## config.mk

```make
export PLATFORM = sky130hd
export DESIGN_NAME = pwmhl_top
export DESIGN_NICKNAME = d
export VERILOG_FILES = /design/src/rtl/pwmhl_pkg.sv /design/src/rtl/pwmhl_regs.sv /design/src/rtl/pwmhl_chan.sv /design/src/rtl/pwmhl_top.sv
export SDC_FILE = /design/constraint.sdc
export NUM_CORES = 1
export LEC_CHECK = 0
export ABC_AREA = 1
export ABC_CLOCK_PERIOD_IN_PS = 6200
export BUFFER_PORTS_ARGS = -buffer_cell sky130_fd_sc_hd__buf_2
export CORE_MARGIN = 1
export CORE_UTILIZATION = 55
export CTS_BUF_LIST = sky130_fd_sc_hd__clkbuf_8
export CTS_CLUSTER_DIAMETER = 200
export DETAILED_ROUTE_END_ITERATION = 10
export PLACE_DENSITY = 0.75
export SLEW_MARGIN = 40
export SYNTH_ARGS = -nofsm -noshare
export SYNTH_HDL_FRONTEND = slang
export SYNTH_SLANG_ARGS = --single-unit
```

## constraint.sdc

```tcl
create_clock -name clk -period 6.2 [get_ports clk]
set_clock_uncertainty 0.1 [all_clocks]
set_input_delay 0.62 -clock clk [delete_from_list [all_inputs] [get_ports clk]]
set_output_delay 0.62 -clock clk [all_outputs]
set_load 0.1 [all_outputs]
```

## src/rtl/pwmhl_pkg.sv

```systemverilog
package pwmhl_pkg;
  parameter int CNT_W  = 16;
  parameter int PRE_W  = 7;
  parameter int SEL_W  = 2;
  parameter int CH_N   = 2;
  parameter int DATA_W = 32;
  parameter int ADDR_W = 4;
endpackage

```

## src/rtl/pwmhl_regs.sv

```systemverilog
module pwmhl_regs #(
  parameter int CH_N   = 2,
  parameter int DATA_W = 32,
  parameter int ADDR_W = 4
) (
  input  logic                       clk,
  input  logic                       rst_n,
  input  logic                       bus_sel,
  input  logic                       bus_wr,
  input  logic [ADDR_W-1:0]          bus_addr,
  input  logic [DATA_W-1:0]          bus_wdata,
  output logic [DATA_W-1:0]          bus_rdata,
  output logic [CH_N-1:0][DATA_W-1:0] cnt_q,
  output logic [DATA_W-1:0]          ctrl_q
);
  localparam int IDX_W = ADDR_W - 2;

  logic [IDX_W-1:0]           idx;
  logic [CH_N-1:0][DATA_W-1:0] cnt_n;
  logic [DATA_W-1:0]          ctrl_n;
  logic                       wr_en;

  assign idx   = bus_addr[ADDR_W-1:2];
  assign wr_en = bus_sel & bus_wr;

  always_comb begin
    cnt_n  = cnt_q;
    ctrl_n = ctrl_q;
    if (wr_en) begin
      for (int i = 0; i < CH_N; i++)
        if (idx == IDX_W'(i)) cnt_n[i] = bus_wdata;
      if (idx == IDX_W'(CH_N)) ctrl_n = bus_wdata;
    end
  end

  always_ff @(posedge clk or negedge rst_n) begin
    if (!rst_n) begin
      cnt_q  <= '0;
      ctrl_q <= '0;
    end else if (wr_en) begin
      cnt_q  <= cnt_n;
      ctrl_q <= ctrl_n;
    end
  end

  always_comb begin
    bus_rdata = '0;
    for (int i = 0; i < CH_N; i++)
      if (idx == IDX_W'(i)) bus_rdata = cnt_q[i];
    if (idx == IDX_W'(CH_N)) bus_rdata = ctrl_q;
  end

  // a write to the control word is visible on the next cycle
  assert_ctrl_readback_R2: assert property (@(posedge clk) disable iff (!rst_n)
    (wr_en && idx == IDX_W'(CH_N)) |=> (ctrl_q == $past(bus_wdata)));
endmodule

```

## src/rtl/pwmhl_chan.sv

```systemverilog
module pwmhl_chan #(
  parameter int CNT_W = 16,
  parameter int PRE_W = 7,
  parameter int SEL_W = 2
) (
  input  logic                   clk,
  input  logic                   rst_n,
  input  logic                   run,
  input  logic [(1<<SEL_W)-1:0]  src_tick,
  input  logic [SEL_W-1:0]       src_sel,
  input  logic [PRE_W-1:0]       pre_div,
  input  logic [CNT_W-1:0]       hi_len,
  input  logic [CNT_W-1:0]       lo_len,
  output logic                   pwm_o
);
  logic             started_q, started_n;
  logic             hi_q, hi_n;
  logic [CNT_W-1:0] left_q, left_n;
  logic [CNT_W-1:0] cur_lo_q, cur_lo_n;
  logic [PRE_W-1:0] pre_q, pre_n;
  logic             src_hit, tick;

  function automatic logic [CNT_W-1:0] at_least_one(input logic [CNT_W-1:0] v);
    return (v == '0) ? CNT_W'(1) : v;
  endfunction

  assign src_hit = src_tick[src_sel];
  assign tick    = run & started_q & src_hit & (pre_q >= pre_div);

  // prescaler next state
  always_comb begin
    pre_n = pre_q;
    if (!run || !started_q)     pre_n = '0;
    else if (src_hit)           pre_n = (pre_q >= pre_div) ? '0 : pre_q + 1'b1;
  end

  // phase sequencer next state
  always_comb begin
    started_n = started_q;
    hi_n      = hi_q;
    left_n    = left_q;
    cur_lo_n  = cur_lo_q;
    if (!run) begin
      started_n = 1'b0;
      hi_n      = 1'b0;
      left_n    = '0;
      cur_lo_n  = '0;
    end else if (!started_q || (tick && left_q == CNT_W'(1) && !hi_q)) begin
      started_n = 1'b1;
      cur_lo_n  = lo_len;
      if (hi_len != '0) begin
        hi_n   = 1'b1;
        left_n = hi_len;
      end else begin
        hi_n   = 1'b0;
        left_n = at_least_one(lo_len);
      end
    end else if (tick) begin
      if (left_q == CNT_W'(1)) begin
        hi_n   = 1'b0;
        left_n = at_least_one(cur_lo_q);
      end else begin
        left_n = left_q - 1'b1;
      end
    end
  end

  always_ff @(posedge clk or negedge rst_n) begin
    if (!rst_n) begin
      started_q <= 1'b0;
      hi_q      <= 1'b0;
      left_q    <= '0;
      cur_lo_q  <= '0;
      pre_q     <= '0;
    end else begin
      started_q <= started_n;
      hi_q      <= hi_n;
      left_q    <= left_n;
      cur_lo_q  <= cur_lo_n;
      pre_q     <= pre_n;
    end
  end

  assign pwm_o = run & hi_q;

  // a running phase always has ticks left
  assert_left_live_R5: assert property (@(posedge clk) disable iff (!rst_n)
    started_q |-> (left_q != '0));
  // after a source pulse the prescaler never passes its limit
  assert_pre_bound_R4: assert property (@(posedge clk) disable iff (!rst_n)
    (run && started_q && src_hit) |=> (pre_q <= $past(pre_div)));
  // a period starting with zero high length begins low
  assert_zero_high_R7: assert property (@(posedge clk) disable iff (!rst_n)
    (run && !started_q && hi_len == '0) |=> !hi_q);
  // the latched low length only changes at a period start
  assert_latch_R10: assert property (@(posedge clk) disable iff (!rst_n)
    (run && started_q && !(tick && left_q == CNT_W'(1) && !hi_q))
      |=> (!run || $stable(cur_lo_q)));
endmodule

```

## src/rtl/pwmhl_top.sv

```systemverilog
module pwmhl_top
  import pwmhl_pkg::*;
#(
  parameter int P_CNT_W  = CNT_W,
  parameter int P_PRE_W  = PRE_W,
  parameter int P_SEL_W  = SEL_W,
  parameter int P_CH_N   = CH_N,
  parameter int P_DATA_W = DATA_W,
  parameter int P_ADDR_W = ADDR_W
) (
  input  logic                      clk,
  input  logic                      rst_n,
  input  logic                      bus_sel,
  input  logic                      bus_wr,
  input  logic [P_ADDR_W-1:0]       bus_addr,
  input  logic [P_DATA_W-1:0]       bus_wdata,
  output logic [P_DATA_W-1:0]       bus_rdata,
  input  logic [(1<<P_SEL_W)-1:0]   src_tick,
  output logic [P_CH_N-1:0]         pwm_out
);
  localparam int SRC_N = 1 << P_SEL_W;
  localparam int SEL_LSB = 4;
  localparam int PRE_LSB = 8;
  localparam int CFG_STRIDE = 8;
  localparam int CEN_LSB = PRE_LSB + P_PRE_W;

  logic [1:0] rst_sync_q;
  logic       rst_s_n;

  always_ff @(posedge clk or negedge rst_n) begin
    if (!rst_n) rst_sync_q <= 2'b00;
    else        rst_sync_q <= {rst_sync_q[0], 1'b1};
  end
  assign rst_s_n = rst_sync_q[1];

  logic [P_CH_N-1:0][P_DATA_W-1:0] cnt_q;
  logic [P_DATA_W-1:0]             ctrl_q;

  pwmhl_regs #(.CH_N(P_CH_N), .DATA_W(P_DATA_W), .ADDR_W(P_ADDR_W)) u_regs (
    .clk       (clk),
    .rst_n     (rst_s_n),
    .bus_sel   (bus_sel),
    .bus_wr    (bus_wr),
    .bus_addr  (bus_addr),
    .bus_wdata (bus_wdata),
    .bus_rdata (bus_rdata),
    .cnt_q     (cnt_q),
    .ctrl_q    (ctrl_q)
  );

  for (genvar g = 0; g < P_CH_N; g++) begin : g_chan
    logic                 clk_en, out_en, run;
    logic [P_SEL_W-1:0]   sel;
    logic [P_PRE_W-1:0]   pre;

    assign out_en = ctrl_q[g];
    assign sel    = ctrl_q[SEL_LSB + P_SEL_W*g +: P_SEL_W];
    assign pre    = ctrl_q[PRE_LSB + CFG_STRIDE*g +: P_PRE_W];
    assign clk_en = ctrl_q[CEN_LSB + CFG_STRIDE*g];
    assign run    = clk_en & out_en;

    pwmhl_chan #(.CNT_W(P_CNT_W), .PRE_W(P_PRE_W), .SEL_W(P_SEL_W)) u_chan (
      .clk      (clk),
      .rst_n    (rst_s_n),
      .run      (run),
      .src_tick (src_tick[SRC_N-1:0]),
      .src_sel  (sel),
      .pre_div  (pre),
      .hi_len   (cnt_q[g][2*P_CNT_W-1:P_CNT_W]),
      .lo_len   (cnt_q[g][P_CNT_W-1:0]),
      .pwm_o    (pwm_out[g])
    );

    // a channel missing either enable keeps its output low
    assert_gated_low_R8: assert property (@(posedge clk) disable iff (!rst_s_n)
      !(clk_en && out_en) |-> !pwm_out[g]);
  end
endmodule

```

# Word level (Yosys, flattened, before mapping)
# Cells that the tools add are included.
dict set report totals {
  reg_bits 180
  inputBits 44
  word_cells 116
  output_inout_bits 34
}
dict set report classes {
  bitwise 11
  addsub 4
  muxes 45
  reduce_logical 28
  eq_ne 10
  magnitude_cmp 4
}
# op n
set op_table {}
lappend op_table {{$mux W16} 18}
lappend op_table {{$mux W32} 3}
lappend op_table {{$logic_not A16 Y1} 4}
lappend op_table {{$mux W7} 6}
lappend op_table {{$eq A16 B1 Y1 const B} 2}
lappend op_table {{$reduce_bool A16 Y1} 2}
lappend op_table {{$sub A16 B1 Y16 const B} 2}
lappend op_table {{$mux W1} 16}
lappend op_table {{$add A7 B1 Y7 const B} 2}
lappend op_table {{$ge A7 B7 Y1} 2}
lappend op_table {{$ne A3 B3 Y1 const B} 4}
lappend op_table {{$and A1 B1 Y1} 11}
lappend op_table {{$reduce_and A2 Y1} 5}
lappend op_table {{$logic_not A1 Y1} 6}
lappend op_table {{$lt A2 B3 Y1 const B} 2}
lappend op_table {{$bmux W1 S2} 2}
lappend op_table {{$logic_and A1 B1 Y1} 4}
lappend op_table {{$logic_or A1 B1 Y1} 4}
lappend op_table {{$ne A2 B2 Y1 const B} 2}
lappend op_table {{$reduce_bool A2 Y1} 2}
lappend op_table {{$eq A2 B1 Y1 const B} 1}
lappend op_table {{$eq A2 B2 Y1 const B} 1}
lappend op_table {{$logic_not A2 Y1} 1}

# Logic depth before layout (Yosys ltp)
# Gate-level depths: netlist of run 1.
dict set report logic_depth {
  ltp_word 9
  depth_mapped 15
  ltp_nobuf 15
}

# Modules after synthesis
# A second synthesis of run 1 with hierarchy kept.
dict set report hier_totals {
  hier_cells 1535
  area_unflattened_um2 10919.2
}
# mod instances area_per_inst_um2 seq_area_each_um2 cells_per_inst
set by_module_without_submodules {}
lappend by_module_without_submodules {pwmhl_regs 1 4461.8 2402.3 562}
lappend by_module_without_submodules {{pwmhl_chan at g_chan[0].u_chan} 1 3254.4 1026.0 479}
lappend by_module_without_submodules {{pwmhl_chan at g_chan[1].u_chan} 1 3134.3 1026.0 487}
lappend by_module_without_submodules {pwmhl_top 1 68.8 50.0 7}

# Least setup slack after synthesis of run 1
# OpenSTA, ideal clock, no wires.
dict set report synth_path {
  path_type {input to output}
  start {in bus_addr[2]}
  end {out bus_rdata[10]}
  slack_ps 3504
  required_ps 5480
  path_buffers 1
  arrival_time_ps 1976
  path_stages 5
  cell_sequence {inv_1 > nor2_1 > clkbuf_1 > nand2_1 > nand3_1}
}
dict set report synth_between {
  elab_chain_len 4
  elab_cells_between_ends 6
  cone_classes {eq/ne: 2; mux: 3; reduce/logical: 1}
}
# item line
set synth_rtl {}
lappend synth_rtl {{start, declared} pwmhl_top.sv:15} ;# input logic [P_ADDR_W-1:0] bus_addr,
lappend synth_rtl {{$logic_not A2 Y1} pwmhl_regs.sv:49} ;# if (idx == IDX_W'(i)) bus_rdata = cnt_q[i];
lappend synth_rtl {{$mux W32 (2 in a row)} pwmhl_regs.sv:49}
lappend synth_rtl {{$mux W32 *} pwmhl_regs.sv:50} ;# if (idx == IDX_W'(CH_N)) bus_rdata = ctrl_q;
lappend synth_rtl {{end, declared} pwmhl_top.sv:17} ;# output logic [P_DATA_W-1:0] bus_rdata,
# Every way passes the cells marked *; elsewhere a longest branch is shown, timed or not.

# Final worst setup path of run 1
dict set report layout_path {
  start {reg u_regs.ctrl_q[1]}
  end {reg g_chan[1].u_chan.hi_q}
}
dict set report layout_between {
  elab_chain_len 9
  elab_cells_between_ends 12
  cone_classes {eq/ne: 2; mux: 2; bitwise: 4; reduce/logical: 4}
}
# item line
set layout_rtl {}
lappend layout_rtl {{start, declared} pwmhl_regs.sv:14} ;# output logic [DATA_W-1:0] ctrl_q
lappend layout_rtl {{start signal, assigned} pwmhl_regs.sv:42} ;# ctrl_q <= ctrl_n;
lappend layout_rtl {{$and A1 B1 Y1 *} pwmhl_top.sv:60} ;# assign run = clk_en & out_en;
lappend layout_rtl {{$and A1 B1 Y1 (3 in a row)} pwmhl_chan.sv:28} ;# assign tick = run & started_q & src_hit & (pre_q >= pre_div);
lappend layout_rtl {{$logic_and A1 B1 Y1 (2 in a row)} pwmhl_chan.sv:48} ;# end else if (!started_q || (tick && left_q == CNT_W'(1) && !hi_q)) begin
lappend layout_rtl {{$logic_or A1 B1 Y1} pwmhl_chan.sv:48}
lappend layout_rtl {{$ne A3 B3 Y1 (no line) or $mux W1 (tied branches)} n/a}
lappend layout_rtl {{$reduce_and A2 Y1 (no line) or $mux W1 (tied branches)} n/a}
lappend layout_rtl {{end signal, assigned} pwmhl_chan.sv:77} ;# hi_q <= hi_n;
lappend layout_rtl {{end, declared} pwmhl_chan.sv:17} ;# logic hi_q, hi_n;
# Marked as above.
# A chain may end at the register's enable or synchronous reset.

==> summary.txt, run 1 <==
Combinational share of power: 33.6%
Worst Setup Slack, final: 3390 ps
Setup crit end kind: flop
Max-cap violations: 0
Post-layout min period: 2810 ps
Vias: 9,758
Synthesized cell area: 0.0105 mm²
Vias in the first global route: 8,912
Clock Pin Slew Worst Setup and Hold Paths: 110 ps
Hold Crit Class: reg -> async
Total track usage: 29.7%
Peak supply drop: 0.000170 V
Crit Path Category: reg -> reg
H-tree levels: 4
Die height: 140 µm
Routability cong.: 0.904
Layout Cells excl Fill: 1,767
Worst slew margin: 49.8%
Final Setup Violations: 0
Int Pwr: 0.00196 W
Worst reg2reg setup slack: 3390 ps
Post-cts resize count: 0
Placement Rows: 50
# fillers: 1,731
Flop pwr share: 42.6%
Fmax: 0.357 GHz
Final period utilization: 45.2%
Worst path cell trace: nand2_1, inv_2, nand2_1, nor2_1, nand4_4, nand2_4, nand2_2, o22ai_1
Sequential fraction of the synthesis area: 42.7%
Syn Nets: 1,533
P_sw: 0.00152 W
Crit path max-delay cell type: nand2_4
Num CTS Buffers: 17
First-pass GRT wire length: 45,800 µm
Placed insts: 1,734
Power per Cell Area: 303 mW/mm²
Fraction of layout cells with a size suffix above 1: 11.2%
Slew Limit Fails: 0
Final Power: 0.00348 W
Die area: 0.0197 mm²
Initial drt markers: 881
Initial antenna violation count: 0
Hpwl dp: 20,700 µm
Run status: finished clean
I/O Pins: 78
Clock power frac: 23.8%
N_diodes: 0
Yosys warns: 0
Fin. Hold Viols: 0
Wire length per cell: 15.9 µm
Via/cell ratio: 5.52
Post-Place Setup Slack: 3260 ps
Total core area: 0.0188 mm²
Setup repair after global routing missed its margin: false
DR pass1 iterations: 5
Die Wd: 140 µm
Grt total ovfl: 0
Synth Register Bits: 180
Most used cell, CP: nand2_1
Slew @ Worst Pin: 752 ps
Pin count of the biggest net entering global routing: 82
Type of element launching the critical path: flop
Required time worst endpoint: 6490 ps
CP max FO: 30
Final setup TNS: 0 ps
Post-Syn Instances: 1,469
Nets: 1,584
P&R area growth vs syn: 8.73%
Syn avg cell area: 7.18 µm²
Residual DRC count: 0
Distinct cell type count of the synthesized netlist: 37
Port bufs: 75
Worst skew pair latency: 480 ps
Worst path max stage delay: 430 ps
Starting Density: 56.2%
Leak: 6.23 nW
Final antenna-violating net count: 0
Root Buffer: clkbuf_8
Clk buf depth: 2
TritonCTS clock tree: yes
Net Sw Frac: 43.8%
Routed WL: 28,100 µm
CP arrival: 3090 ps
CTS Sinks: 180
## worst paths after layout
check	from	end	cells after the start
min in group clk	rst_sync_q[0]	rst_sync_q[1]	0
setup / recovery	u_regs.ctrl_q[1]	g_chan[1].u_chan.hi_q	8
setup reg to reg	u_regs.ctrl_q[1]	g_chan[1].u_chan.hi_q	8
hold / removal	rst_sync_q[1]	u_regs.ctrl_q[15]	0
max in group asynchronous	rst_sync_q[1]	g_chan[1].u_chan.left_q[6]	1
hold reg to reg	rst_sync_q[1]	u_regs.ctrl_q[15]	0
## worst max-delay path, delay by kind of cell, from the launching register on
kind | cells | cell delay [ps]
flops | 1 | 390
compound gates | 1 | 260
simple gates | 6 | 1670
buf+inv | 1 | 290
## final cells by class
class	count	area [µm²]	area share [%]
Multi-Input combinational cell	1012	4950	43.2
Sequential cell	180	4510	39.3
Inverter	227	857	7.48
Timing Repair Buffer	82	447	3.90
Tap cell	234	293	2.55
Clock buffer	17	234	2.04
Clock inverter	15	175	1.53
## cells in the final DEF (no fill, tap or decap), types with 6 or more instances in the layout
| master | n |
|---|---|
| a21oi_1 | 18 |
| buf_2 | 75 |
| clkbuf_8 | 17 |
| dfrtp_1 | 179 |
| ha_1 | 20 |
| inv_1 | 216 |
| inv_2 | 8 |
| inv_8 | 6 |
| nand2_1 | 478 |
| nand2_4 | 6 |
| nand3_1 | 117 |
| nand3b_1 | 7 |
| nand4_1 | 32 |
| nor2_1 | 92 |
| nor2_2 | 9 |
| o21ai_0 | 153 |
| o22ai_1 | 11 |
| o22ai_2 | 20 |
| xor2_1 | 14 |
## per-stage QoR
step	hold slack, ps	instance area [µm²]	utilization [%]
after floorplan	224	10500	-
after global placement	239	11000	58.6
after detailed placement	160	11000	58.9
after CTS	170	11500	61.1
after global routing	193	11500	61.1
final	159	11500	61.1
## flip-flops by register name (all words and copies together) (netlist names)
signal / count
g_chan.u_chan.cur_lo_q: 32
g_chan.u_chan.hi_q: 2
g_chan.u_chan.left_q: 32
g_chan.u_chan.pre_q: 14
g_chan.u_chan.started_q: 2
rst_sync_q: 2
u_regs.cnt_q: 64
u_regs.ctrl_q: 32
## cells in the mapped netlist (all sizes together)
cell    count  area (µm²)
xor2       14         123
a32o        2        20.0
conb        1        3.75
clkbuf     34         128
nand3     120         623
dfrtp     180        4500
nor2      104         437
inv       224         841
nand4      34         243
o21ai     158         791
ha         20         250
o22ai      31         319
nand2     489        1870
xnor2       4        35.0
or2         1        6.26
o211ai      3        22.5
clkinv      3        16.3
nand3b      7        52.6
nor4        2        12.5
a21oi      18        90.1
buf        16         134
nor3        3        15.0
a21o        1        7.51
## power groups by stage
stage / sequential (W) / combinational [W] / clock (W)
final: 0.00148 / 0.00117 / 0.000828
after global routing: 0.00150 / 0.00129 / 0.000872
after CTS: 0.00148 / 0.00116 / 0.000833
after detailed placement: 0.00150 / 0.00115 / 0
after global placement: 0.00150 / 0.00113 / 0
after floorplan: 0.00146 / 0.000904 / 0
## metal layers
metal  GRT usage, %  wire length, µm  vias to the layer above
li1               -                -                     4762
met1           43.6            13100                     4575
met2           45.6            12500                      378
met3           4.24             1890                       43
met4           9.27              589                        0
met5              0                0                        -
## cells by family after synthesis
group | after synthesis | synth area share [%]
compound gates | 213 | 11.9
xor+xnor | 18 | 1.50
flops | 180 | 42.7
buf+inv | 277 | 10.6
other cells | 1 | 0.0356
fa+ha+maj | 20 | 2.37
simple gates | 760 | 30.9
## repair_timing
item                                   4_1_cts  5_1_grt
endpoints found under the hold margin        2        0
setup buffers                                0        0
hold buffers                                 1        0
No activity file was read; power rests on OpenSTA's default activity.
==> run 2: changes to the inputs <==
Settings changed: ABC_CLOCK_PERIOD_IN_PS 6200 to 2500, PLACE_DENSITY 0.75 to 0.78.
Clock period 6.2 ns to 2.5 ns, I/O delays scaled along.
==> run 2 against run 1 <==
Effect of this change:
- non-clock buffer count is 61 higher
- sequential share of layout area fell by 2.1 points
- utilization grew 3.4 points
- fmax grew 20%
- clock-buffer cell count unchanged
- setup slack worse by 3200 ps
- cell count increased by 3.5%
- combinational power grew to 2.6 times the previous value
- hold slack gained 88 ps
- routed wire length up 7.2%
- flip-flop and latch count stayed put
- largest cell class unchanged
- largest power group unchanged
- highest routed layer unchanged
==> summary.txt, run 2 (synthesis results as in run 1) <==
Cell area after placement: 0.0113 mm²
P&R area growth vs syn: 14.8%
Slew @ Worst Pin: 737 ps
Worst slew margin: 50.7%
Top reg by flops: u_regs.cnt_q
Design area: 0.0121 mm²
Final period utilization: 93.2%
Hold Crit Class: reg -> async
Die Wd: 140 µm
CP top delay family: simple AND/OR/NAND/NOR gates
Int Pwr: 0.00494 W
Final antenna-violating net count: 0
Flop pwr share: 41.6%
CP max FO: 14
I/O Pins: 78
Port bufs: 75
Worst skew pair latency: 490 ps
Residual DRC count: 0
Multi-input logic area: 0.00495 mm²
Routed WL: 30,100 µm
DR pass1 iterations: 9
Required time worst endpoint: 2760 ps
Die area: 0.0197 mm²
# fillers: 1,578
Num CTS Buffers: 17
First-pass GRT wire length: 49,300 µm
Pin count of the biggest net entering global routing: 73
Type of element launching the critical path: flop
Post-layout min period: 2330 ps
Via/cell ratio: 5.54
N_diodes: 0
Total core area: 0.0188 mm²
CP arrival: 2590 ps
Worst path cell trace: inv_1, ha_1, nand2_1, a21oi_1, nor2_1, nand2_1, nand4_4, nand2_8, buf_4, buf_4, o22ai_2
Die height: 140 µm
Starting Density: 56.2%
Hpwl dp: 21,800 µm
Slew Limit Fails: 0
Vias in the first global route: 9,606
Clk buf depth: 2
Setup repair after global routing missed its margin: false
Most frequent cells in the layout: 478 x nand2_1, 217 x inv_1, 179 x dfrtp_1
Leak: 6.50 nW
Run status: finished clean
Routability cong.: 0.915
Fmax: 0.429 GHz
Worst path max stage delay: 410 ps
Combinational share of power: 34.9%
Commonest non-fill, non-tap cell in the layout: nand2_1
Max reg flops: 64
Count of buffer and inverter cells on the critical path: 3
Grt total ovfl: 0
H-tree levels: 4
Clock power frac: 23.6%
Final Setup Violations: 0
Net Sw Frac: 43.8%
Register area: 0.00451 mm²
Root Buffer: clkbuf_8
Vias: 10,100
Crit path max-delay cell type: dfrtp_1
Core Util, Final: 64.5%
Fraction of layout cells with a size suffix above 1: 12.5%
Power per Cell Area: 727 mW/mm²
Final setup TNS: 0 ps
Max-cap violations: 0
P_sw: 0.00385 W
Peak supply drop: 0.000592 V
Placement Rows: 50
Nets: 1,645
Clock Pin Slew Worst Setup and Hold Paths: 120 ps
Initial drt markers: 1,011
Hold Slack: 247 ps
Setup crit end kind: flop
CTS Sinks: 180
Wire length per cell: 16.5 µm
Total track usage: 32.2%
Crit Path Category: reg -> reg
Fin. Hold Viols: 0
TritonCTS clock tree: yes
Initial antenna violation count: 0
==> run 2: final cells by class <==
class / count / share of cell area [%]
clock buffers: 17 / 1.93
inverters: 227 / 7.08
repair buffers: 143 / 8.87
multi-input cells: 1012 / 40.9
flip-flops and latches: 180 / 37.3
clock inverters: 15 / 1.52
well taps: 234 / 2.42
==> run 2: routing by layer <==
metal,global-route usage [%],vias to the layer above,wire (µm)
met5,0,-,0
met1,44.4,4746,13200
li1,-,4884,-
met3,5.95,57,2210
met2,50.7,442,13700
met4,12.1,0,941
==> run 2: worst paths after layout <==
path | from | to | slack (ps) | cells after the start
worst max-delay path | u_regs.ctrl_q[14] | g_chan[0].u_chan.cur_lo_q[4] | 170 | 11
worst min-delay path | rst_sync_q[1] | u_regs.ctrl_q[3] | 250 | 1
worst max register to register | u_regs.ctrl_q[14] | g_chan[0].u_chan.cur_lo_q[4] | 170 | 11
worst min register to register | rst_sync_q[1] | u_regs.ctrl_q[3] | 250 | 1
max in group asynchronous | rst_sync_q[1] | u_regs.ctrl_q[12] | 1530 | 1
min in group clk | src_tick[2] | g_chan[0].u_chan.pre_q[2] | 260 | 5
==> run 2: stage by stage <==
stage | std cells | power [W] | setup slack (ps)
6_report | 1828 | 0.00879 | 169
5_1_grt | 1828 | 0.00930 | 1.88
4_1_cts | 1826 | 0.00876 | 63.2
3_5_place_dp | 1760 | 0.00666 | 111
3_3_place_gp | 1760 | 0.00659 | 235
2_1_floorplan | 1469 | 0.00585 | 544
==> run 2: power by group through the flow <==
stage	combinational, W	sequential (W)	clock (W)
2_1_floorplan	0.00224	0.00361	0
3_3_place_gp	0.00291	0.00368	0
3_5_place_dp	0.00296	0.00370	0
4_1_cts	0.00302	0.00364	0.00210
5_1_grt	0.00340	0.00370	0.00220
6_report	0.00307	0.00365	0.00207
==> run 2: timing repair <==
action / in CTS / in global routing
hold buffers: 34 / 0
hold endpoints to repair: 95 / 0
setup endpoints to repair: 0 / 33
gates resized for setup: 0 / 3
buffers inserted: 0 / 2
